[src/rtl/irqt_pkg.sv]
`timescale 1ns/1ps
// Shared constants for the interrupt timer: register offsets, widths and
// the divide-code decoder. Assumes a 32-bit bus with a 12-bit byte offset.
package irqt_pkg;
    localparam int BUS_W  = 32;
    localparam int ADDR_W = 12;
    localparam int BE_W   = BUS_W / 8;
    localparam int VEC_W  = 8;
    localparam int CODE_W = 3;
    localparam int PRE_W  = 7;   // holds the largest ratio minus one (127)

    localparam logic [ADDR_W-1:0] OFF_TPR = 12'h080;
    localparam logic [ADDR_W-1:0] OFF_SVR = 12'h0F0;
    localparam logic [ADDR_W-1:0] OFF_LVT = 12'h320;
    localparam logic [ADDR_W-1:0] OFF_ICR = 12'h380;
    localparam logic [ADDR_W-1:0] OFF_CCR = 12'h390;
    localparam logic [ADDR_W-1:0] OFF_DCR = 12'h3E0;

    // Ratio minus one for a divide code: code 7 is divide by 1, otherwise 2^(code+1).
    function automatic logic [PRE_W-1:0] ratio_m1(input logic [CODE_W-1:0] code);
        logic [PRE_W:0] full;
        full = (code == 3'd7) ? '0 : (((PRE_W+1)'(2)) << code) - 1'b1;
        return full[PRE_W-1:0];
    endfunction
endpackage

[src/rtl/irqt_regs.sv]
`timescale 1ns/1ps
// Register window of the timer. It decodes full-width accesses only: any
// access without all byte enables is dropped and reads zero. The current
// count comes from the counter and is read-only here.
module irqt_regs
    import irqt_pkg::*;
(
    input  logic              clk,
    input  logic              rst_n,
    input  logic              bus_wr,
    input  logic              bus_rd,
    input  logic [ADDR_W-1:0] bus_addr,
    input  logic [BUS_W-1:0]  bus_wdata,
    input  logic [BE_W-1:0]   bus_be,
    input  logic [BUS_W-1:0]  cur_count,
    output logic [BUS_W-1:0]  bus_rdata,
    output logic [VEC_W-1:0]  tpr,
    output logic              sw_en,
    output logic [VEC_W-1:0]  spur_vec,
    output logic [VEC_W-1:0]  lvt_vec,
    output logic              lvt_mask,
    output logic              lvt_periodic,
    output logic [BUS_W-1:0]  icr,
    output logic [CODE_W-1:0] div_code,
    output logic              icr_wr
);
    logic full_acc;
    logic wr_ok;

    // Qualify an access: every byte lane must be enabled.
    always_comb begin
        full_acc = &bus_be;
        wr_ok    = bus_wr && full_acc;
        icr_wr   = wr_ok && (bus_addr == OFF_ICR);
    end

    // Store writable fields; the vector entry comes out of reset masked.
    always_ff @(posedge clk) begin
        if (!rst_n) begin
            tpr          <= '0;
            sw_en        <= 1'b0;
            spur_vec     <= '0;
            lvt_vec      <= '0;
            lvt_mask     <= 1'b1;
            lvt_periodic <= 1'b0;
            icr          <= '0;
            div_code     <= '0;
        end else if (wr_ok) begin
            case (bus_addr)
                OFF_TPR: tpr <= bus_wdata[7:0];
                OFF_SVR: begin
                    spur_vec <= bus_wdata[7:0];
                    sw_en    <= bus_wdata[8];
                end
                OFF_LVT: begin
                    lvt_vec      <= bus_wdata[7:0];
                    lvt_mask     <= bus_wdata[16];
                    lvt_periodic <= bus_wdata[17];
                end
                OFF_ICR: icr <= bus_wdata;
                OFF_DCR: div_code <= {bus_wdata[3], bus_wdata[1], bus_wdata[0]};
                default: ;
            endcase
        end
    end

    // Return read data for a full-width read, zero otherwise.
    always_comb begin
        bus_rdata = '0;
        if (bus_rd && full_acc) begin
            case (bus_addr)
                OFF_TPR: bus_rdata = {24'd0, tpr};
                OFF_SVR: bus_rdata = {23'd0, sw_en, spur_vec};
                OFF_LVT: bus_rdata = {14'd0, lvt_periodic, lvt_mask, 8'd0, lvt_vec};
                OFF_ICR: bus_rdata = icr;
                OFF_CCR: bus_rdata = cur_count;
                OFF_DCR: bus_rdata = {28'd0, div_code[2], 1'b0, div_code[1:0]};
                default: bus_rdata = '0;
            endcase
        end
    end
endmodule

[src/rtl/irqt_prescale.sv]
`timescale 1ns/1ps
// Prescaler: emits a one-cycle tick every D clocks while the timer runs.
// It assumes a restart pulse on every count load, which realigns the phase
// so that the first tick comes D cycles after the load.
module irqt_prescale
    import irqt_pkg::*;
(
    input  logic              clk,
    input  logic              rst_n,
    input  logic              restart,
    input  logic              run,
    input  logic [CODE_W-1:0] div_code,
    output logic              tick
);
    logic [PRE_W-1:0] pcnt;
    logic [PRE_W-1:0] limit;

    // Terminal value for the selected ratio; >= copes with a ratio shrinking mid-run.
    always_comb begin
        limit = ratio_m1(div_code);
        tick  = run && (pcnt >= limit);
    end

    // Phase counter, cleared on load, while idle and after each tick.
    always_ff @(posedge clk) begin
        if (!rst_n)                       pcnt <= '0;
        else if (restart || !run || tick) pcnt <= '0;
        else                              pcnt <= pcnt + 1'b1;
    end
endmodule

[src/rtl/irqt_counter.sv]
`timescale 1ns/1ps
// Countdown core: it loads on an initial-count write and steps down once
// per prescaler tick. At the end of a count it sets the pending flag, and
// then it reloads (periodic) or stops at zero (one-shot). The acknowledge
// clears the pending flag; a new event in the same cycle wins.
module irqt_counter
    import irqt_pkg::*;
(
    input  logic             clk,
    input  logic             rst_n,
    input  logic             load,
    input  logic [BUS_W-1:0] load_val,
    input  logic [BUS_W-1:0] reload_val,
    input  logic             periodic,
    input  logic             tick,
    input  logic             ack,
    output logic [BUS_W-1:0] count,
    output logic             running,
    output logic             pending
);
    logic expire;

    // An event happens on the tick that would take the count from one to zero.
    always_comb expire = !load && running && tick && (count == BUS_W'(1));

    // Count register and run state.
    always_ff @(posedge clk) begin
        if (!rst_n) begin
            count   <= '0;
            running <= 1'b0;
        end else if (load) begin
            count   <= load_val;
            running <= (load_val != '0);
        end else if (expire) begin
            if (periodic) begin
                count <= reload_val;
            end else begin
                count   <= '0;
                running <= 1'b0;
            end
        end else if (running && tick) begin
            count <= count - 1'b1;
        end
    end

    // Pending flag: set by an event, cleared by the acknowledge.
    always_ff @(posedge clk) begin
        if (!rst_n)      pending <= 1'b0;
        else if (expire) pending <= 1'b1;
        else if (ack)    pending <= 1'b0;
    end
endmodule

[src/rtl/irq_countdown_timer.sv]
`timescale 1ns/1ps
// Top of the register-mapped interrupt timer. It joins the register window,
// the prescaler and the countdown core, and applies the three delivery
// gates (software enable, mask, priority threshold) to the pending flag.
module irq_countdown_timer
    import irqt_pkg::*;
(
    input  logic              clk,
    input  logic              rst_n,
    input  logic              bus_wr,
    input  logic              bus_rd,
    input  logic [ADDR_W-1:0] bus_addr,
    input  logic [BUS_W-1:0]  bus_wdata,
    input  logic [BE_W-1:0]   bus_be,
    output logic [BUS_W-1:0]  bus_rdata,
    input  logic              irq_ack,
    output logic              irq_req,
    output logic [VEC_W-1:0]  irq_vec
);
    logic [VEC_W-1:0]  tpr;
    logic              sw_en;
    logic [VEC_W-1:0]  spur_vec;
    logic [VEC_W-1:0]  lvt_vec;
    logic              lvt_mask;
    logic              lvt_periodic;
    logic [BUS_W-1:0]  icr;
    logic [CODE_W-1:0] div_code;
    logic              icr_wr;
    logic [BUS_W-1:0]  cur_count;
    logic              running;
    logic              pending;
    logic              tick;

    irqt_regs i_regs (
        .clk(clk), .rst_n(rst_n), .bus_wr(bus_wr), .bus_rd(bus_rd),
        .bus_addr(bus_addr), .bus_wdata(bus_wdata), .bus_be(bus_be),
        .cur_count(cur_count), .bus_rdata(bus_rdata), .tpr(tpr),
        .sw_en(sw_en), .spur_vec(spur_vec), .lvt_vec(lvt_vec),
        .lvt_mask(lvt_mask), .lvt_periodic(lvt_periodic), .icr(icr),
        .div_code(div_code), .icr_wr(icr_wr)
    );

    irqt_prescale i_pre (
        .clk(clk), .rst_n(rst_n), .restart(icr_wr), .run(running),
        .div_code(div_code), .tick(tick)
    );

    irqt_counter i_cnt (
        .clk(clk), .rst_n(rst_n), .load(icr_wr), .load_val(bus_wdata),
        .reload_val(icr), .periodic(lvt_periodic), .tick(tick),
        .ack(irq_ack), .count(cur_count), .running(running),
        .pending(pending)
    );

    // Deliver a pending event only through all three open gates.
    always_comb begin
        irq_vec = lvt_vec;
        irq_req = pending && sw_en && !lvt_mask && (tpr <= lvt_vec);
    end
endmodule

[config.mk]
export PLATFORM = sky130hd
export DESIGN_NAME = irq_countdown_timer
export DESIGN_NICKNAME = d
export VERILOG_FILES = /design/src/rtl/irqt_pkg.sv /design/src/rtl/irqt_regs.sv /design/src/rtl/irqt_prescale.sv /design/src/rtl/irqt_counter.sv /design/src/rtl/irq_countdown_timer.sv
export SDC_FILE = /design/constraint.sdc
export NUM_CORES = 1
export LEC_CHECK = 0
export ABC_AREA = 1
export BUFFER_PORTS_ARGS = -buffer_cell sky130_fd_sc_hd__buf_2
export CAP_MARGIN = 0
export CORE_MARGIN = 2
export CORE_UTILIZATION = 55
export DETAILED_ROUTE_END_ITERATION = 8
export PLACE_DENSITY = 0.77
export SETUP_SLACK_MARGIN = 0.4
export SLEW_MARGIN = 20
export SYNTH_ARGS = -nofsm -noshare
export SYNTH_HDL_FRONTEND = slang
export SYNTH_SLANG_ARGS = --single-unit
[constraint.sdc]
create_clock -name clk -period 3.9 [get_ports clk]
set_clock_uncertainty 0.1 [all_clocks]
set_input_delay 0.585 -clock clk [delete_from_list [all_inputs] [get_ports clk]]
set_output_delay 0.585 -clock clk [all_outputs]
set_load 0.02 [all_outputs]
==> impl_metrics.toml, run 1 <==
[sta]
setup_violations = 0
tns_ps = 0
hold_viol_final = 0
relSlewSlack = 0.442
drv_slew = 0
fin_crit_sh = 0.835
tightest_slew_ps = 836
rsz0062_at_grt = "no"
fmax_ghz = 0.307
fin_crit_ps = 3260

[clocking]
max-clock-path-buffers = 2
htreeDepth = 3
clock-sinks = 103
ctsRootBufferMaster = "clkbuf_16"
cts_tree = "done"
path_clk_slew_ps = 70
cts_buffers = 9
worstSkewPairLatency_ps = 370

[worst_hold_path]
hold_depth = 2
hp-start = "i_regs.spur_vec[4]"
hold_path.class = "reg2reg"
hold_end = "i_regs.spur_vec[4]"

[global_route]
antenna_found_initial = 0
grt_pass1_vias = 6369
grt_usage = 0.298
grt_pass1_wl_um = 31200
grt_overflow = 0
grt_start_max_net_pins = 46

[floorplan]
num_rows = 40
core_sq_um = 12000
initial_core_util = 0.562
die_h_um = 115
fp.dieW_um = 115
dieArea_sq_um = 13200
ios = 94

[worst_setup_path]
worstReg2RegEnd = "i_cnt.count[1]"
setup.worst_path.start_class = "input port"
cp_max_fo = 29
r2r_cells = 18
worstPathRequired_ps = 3210
rrSetupSlack_ps = 750
r2r_start = "i_regs.div_code[1]"
cp.arrival_ps = 2570
end_kind = "primary output"
path_class = "in2out"

[power]
power.total_mw = 1.99
power.density_nw_per_um2 = 264
p_leak_nw = 3.64
irDropWorstVdd_v = 0.000327

[placed_design]
gp_congestion = 0.964
dp_hpwl_um = 13800
placed_area_sq_um = 7250
port-buffer-count = 93

[cells_and_area]
insertedDiodeCount = 0
fin_area_sq_um = 7540
fin_nets = 1230
drive_gt1_frac = 0.135
fin_util = 0.627
nFillCells = 1172
area_growth_pct = 11.6
multi_input_area_sq_um = 3860
register_area_sq_um = 2060

[detailed_routing]
wl_per_cell_um = 14.7
wirelength_um = 19300
via_count = 7131
first_iter_violations = 630
viasPerCell = 5.45
drc = 0
final_antenna_net_count = 0
detail_route.first_pass.iterations = 5

[logic_synthesis]
yosys-top-cells-area = "dfxtp_1, nand2_1, inv_1"
synth_top_area_share = 0.305
synth_edf_count = 0
syn_nets = 1158
yosysSeqAreaShare = 0.305
async_reset_ff_frac = 0
syn_area_per_cell_sq_um = 6.22
yosys_warnings = 0
yosysTopAreaCell = "dfxtp_1"
ys_types = 37
netlist_area_sq_um = 6750
synth_cells = 1086
synth_seq_cells = 103
ys.flop_type = "dfxtp_1"

[job]
drv_cap = 0

[outcome]
outcome = "finished clean"
==> Yosys cell counts, types with 13 or more instances <==
| library cell | n |
|---|---|
| ha_1 | 19 |
| buf_2 | 14 |
| clkbuf_1 | 20 |
| o22ai_1 | 16 |
| nor2_1 | 109 |
| nand3_1 | 49 |
| dfxtp_1 | 103 |
| o21ai_0 | 76 |
| xor2_1 | 22 |
| inv_1 | 160 |
| nand4_1 | 13 |
| a21oi_1 | 110 |
| nand2_1 | 286 |
==> worst max-delay path, cell delays in order <==
cell and delay (ps):
buf_2 120, inv_1 50, nand2_1 60, nor2_2 190
inv_1 110, nor2_4 360, inv_1 210, nand4_1 130
o21bai_2 60, buf_4 260, nor2_1 210, buf_2 200
==> where the power goes <==
group          internal [mW]  leakage (nW)  switching, mW
logic                 0.0270          2.67         0.0500
clock network          0.433         0.132          0.427
registers               1.05         0.829      0.0000112
==> state kept, by name, indices dropped and copies added (netlist names) <==
| register | flops |
|---|---|
| i_regs.div_code | 3 |
| i_regs.sw_en | 1 |
| i_regs.spur_vec | 8 |
| i_regs.lvt_mask | 1 |
| i_regs.icr | 32 |
| i_regs.tpr | 8 |
| i_cnt.count | 32 |
| i_regs.lvt_periodic | 1 |
| i_pre.pcnt | 7 |
| i_cnt.pending | 1 |
| i_cnt.running | 1 |
| i_regs.lvt_vec | 8 |
==> per-layer routing <==
layer / part of all wire / wire length (um) / GRT usage / vias to the layer above
li1: - / - / - / 3615
met1: 0.45 / 8660 / 0.400 / 3223
met2: 0.46 / 8850 / 0.492 / 261
met3: 0.074 / 1420 / 0.0569 / 32
met4: 0.019 / 372 / 0.0884 / 0
met5: 0 / 0 / 0 / -
==> cells by family after synthesis <==
kind of cell	share of synthesized area
xor gates and xnor gates	0.0350
and+or+nand+nor	0.316
AOI/OAI and AO/OA	0.183
buffers and inverters	0.124
DFF	0.305
adders and majority gates	0.0367
==> what timing repair did <==
item | in CTS | in global routing
setup endpoints to repair | 13 | 13
gates resized for setup | 1 | 0
setup buffers | 0 | 2
hold buffers | 0 | 0
pin swaps | 0 | 1
==> cell usage in the layout (no fill, tap or decap), drive strengths merged <==
cell type    n
nor3b        1
o22ai       16
nand3       52
o2111a       1
o21a         3
inv        166
buf        103
a21oi      110
ha          19
a221oi       2
nor3        11
o21bai       4
clkbuf       9
xor2        22
clkinvlp     1
o21ai       87
clkinv       3
nand4       13
nor4         8
xnor2        5
or2          2
a211oi       4
dfxtp      103
nand3b       2
nand2      292
nor2       122
maj3         1
==> worst max path at each step <==
| stage | slack, ps | end | start | cells past startpoint |
|---|---|---|---|---|
| CTS | 520 | i_cnt.count[1] | i_regs.div_code[1] | 18 |
| floorplan | 1190 | bus_rdata[18] | bus_addr[0] | 11 |
| global placement | 350 | i_cnt.count[22] | i_regs.div_code[1] | 18 |
| finish | 640 | bus_rdata[16] | bus_addr[6] | 12 |
| detailed placement | 220 | i_cnt.count[1] | i_regs.div_code[1] | 18 |
| global route | 470 | i_cnt.count[8] | i_regs.div_code[1] | 17 |
==> stage by stage <==
step	instances	setup WS [ps]	hold WS (ps)
6_report	1309	644	352
5_1_grt	1309	469	372
4_1_cts	1307	517	351
3_5_place_dp	1292	218	340
3_3_place_gp	1292	345	339
2_1_floorplan	1086	1190	325
==> area by class of cell <==
type	count	area share
inverters	164	0.0820
repair buffers	103	0.0717
clock buffers	9	0.0299
multi-input cells	777	0.513
well taps	147	0.0244
flip-flops and latches	103	0.274
clock inverters	6	0.00581
No activity file was read; power rests on OpenSTA's default activity.
==> run 2: changes to the inputs <==
--- a/config.mk
+++ b/config.mk
@@ -9,7 +9,7 @@
 export BUFFER_PORTS_ARGS = -buffer_cell sky130_fd_sc_hd__buf_2
 export CAP_MARGIN = 0
 export CORE_MARGIN = 2
-export CORE_UTILIZATION = 55
+export CORE_UTILIZATION = 53
 export DETAILED_ROUTE_END_ITERATION = 8
 export PLACE_DENSITY = 0.77
 export SETUP_SLACK_MARGIN = 0.4
==> constraint.sdc (replaced) <==
create_clock -name clk -period 2.92 [get_ports clk]
set_clock_uncertainty 0.1 [all_clocks]
set_input_delay 0.438 -clock clk [delete_from_list [all_inputs] [get_ports clk]]
set_output_delay 0.438 -clock clk [all_outputs]
set_load 0.02 [all_outputs]
==> impl_metrics.toml, run 2 (synthesized netlist as in run 1, its figures left out) <==
[cells_and_area]
layout.cells.non_filler = 1380
final_common_cell = "nand2_1"
fin_nets = 1276
multi_input_area_sq_um = 4300
nFillCells = 1072
drive_gt1_frac = 0.243
register_area_sq_um = 2070
area_growth_pct = 29.4
reg.largest.list = "i_cnt.count: 32 flops, i_regs.icr: 32 flops"
insertedDiodeCount = 0
fin_area_sq_um = 8740
final_cell_mix = "nand2_1, inv_1, nor2_1"
fin_util = 0.698

[placed_design]
gp_congestion = 0.948
dp_hpwl_um = 14500
port-buffer-count = 93
dp.cells = 1333
placed_area_sq_um = 7410

[clocking]
ctsRootBufferMaster = "clkbuf_16"
ctsHoldBuffers = 0
max-clock-path-buffers = 2
clock-sinks = 103
cts_tree = "done"
cts_buffers = 9
path_clk_slew_ps = 70
worstSkewPairLatency_ps = 370
htreeDepth = 3

[global_route]
grt_start_max_net_pins = 53
grt_pass1_wl_um = 33900
antenna_found_initial = 0
grt_overflow = 0
grt_usage = 0.317
grt_pass1_vias = 6905

[sta]
rsz0062_at_grt = "yes"
fin_crit_sh = 0.943
hold_viol_final = 0
fmax_ghz = 0.363
drv_slew = 0
relSlewSlack = 0.547
tightest_slew_ps = 678
fin_crit_ps = 2750
setup_violations = 0

[worst_setup_path]
path_class = "reg2reg"
r2r_start = "i_regs.div_code[1]"
critical_path_buf_inv_count = 5
cp_cell_sequence = "inv_4, nand3_4, ha_4, maj3_2, nand2_1, ha_1, nand2_1, inv_1, a21oi_2, nand2_2, nand2_4, nand2_8, buf_6, o21ai_0, inv_1, nand2_1, inv_1"
setup.worst_path.start_class = "register"
end_kind = "register"
rrSetupSlack_ps = 170
cp.arrival_ps = 2910
crit_slowest_cell = "dfxtp_2"
critical-path-max-stage-delay_ps = 340
cp_top_family = "adder cells"
crit_cells = 17
cp_max_fo = 18
worstPathRequired_ps = 3080
worstReg2RegEnd = "i_cnt.count[21]"
r2r_cells = 17

[detailed_routing]
wl_per_cell_um = 16.6
first_iter_violations = 752
detail_route.first_pass.iterations = 5
drc = 0
viasPerCell = 5.61
wirelength_um = 22900
via_count = 7746
final_antenna_net_count = 0

[job]
drv_cap = 0

[outcome]
outcome = "finished clean"

[floorplan]
dieArea_sq_um = 13700
fp.dieW_um = 117
core_sq_um = 12500
initial_core_util = 0.540
num_rows = 41
die_h_um = 117
ios = 94

[power]
clkPwrFrac = 0.452
seqPwrFrac = 0.502
sw_frac_of_total = 0.235
switchingPower_mw = 0.656
p_int_mw = 2.14
irDropWorstVdd_v = 0.000414
power.density_nw_per_um2 = 320
p_leak_nw = 4.04
pwr-share-comb = 0.046

[worst_hold_path]
hp-start = "bus_wdata[14]"
hold_path.class = "in2reg"
hold_end = "i_regs.icr[14]"
hold_depth = 3
[run 2: worst max path at each step]
stage / slack, ps / from / endpoint
2_1_floorplan: 390 / i_regs.div_code[1] / i_cnt.count[1]
4_1_cts: 360 / i_regs.div_code[1] / i_cnt.count[24]
3_3_place_gp: 130 / i_regs.div_code[1] / i_cnt.count[25]
5_1_grt: 10 / i_regs.div_code[1] / i_cnt.count[21]
3_5_place_dp: -3 / i_regs.div_code[1] / i_cnt.count[21]
6_report: 170 / i_regs.div_code[1] / i_cnt.count[21]
[run 2: power by group through the flow]
stage	Clock, mW	Sequential, mW	Combinational [mW]
floorplan	0	1.44	0.0398
CTS	1.26	1.40	0.108
detailed placement	0	1.44	0.106
global placement	0	1.44	0.105
finish	1.26	1.40	0.129
global route	1.31	1.40	0.137
[run 2: through the flow]
| stage | power, mW | TNS, ps | hold WS, ps | setup WS (ps) |
|---|---|---|---|---|
| floorplan | 1.48 | 0 | 325 | 386 |
| global placement | 1.54 | 0 | 338 | 126 |
| detailed placement | 1.54 | -2.77 | 344 | -2.77 |
| CTS | 2.77 | 0 | 258 | 361 |
| global route | 2.85 | 0 | 269 | 14.2 |
| finish | 2.79 | 0 | 262 | 166 |
[run 2: layer usage]
layer / wire length, um / GRT usage
met5: 0 / 0
met4: 775 / 0.120
met3: 1990 / 0.0587
met2: 10900 / 0.519
met1: 9220 / 0.419
[run 2: final cells by class]
class,count,area share
multi-input combinational,777,0.492
sequential,103,0.237
timing repair buffer,148,0.138
inverter,164,0.0733
clock buffer,11,0.0278
tap,172,0.0246
clock inverter,4,0.00630
timing repair inverter,1,0.000859
[run 2: repair_timing]
| action | CTS | global route |
|---|---|---|
| endpoints found under the hold margin | 0 | 0 |
| buffers inserted | 14 | 12 |
| pin swaps | 19 | 38 |
| gates resized for setup | 59 | 147 |
| cloned | 2 | 4 |
| setup endpoints to repair | 62 | 68 |
[run 2: worst reg2reg max path, stage by stage, from the launching register on]
cell and delay (ps):
dfxtp_2 340, inv_4 100, nand3_4 100, ha_4 180
maj3_2 310, nand2_1 70, ha_1 220, nand2_1 90
inv_1 60, a21oi_2 160, nand2_2 90, nand2_4 100
nand2_8 100, buf_6 190, o21ai_0 230, inv_1 90
nand2_1 90, inv_1 40
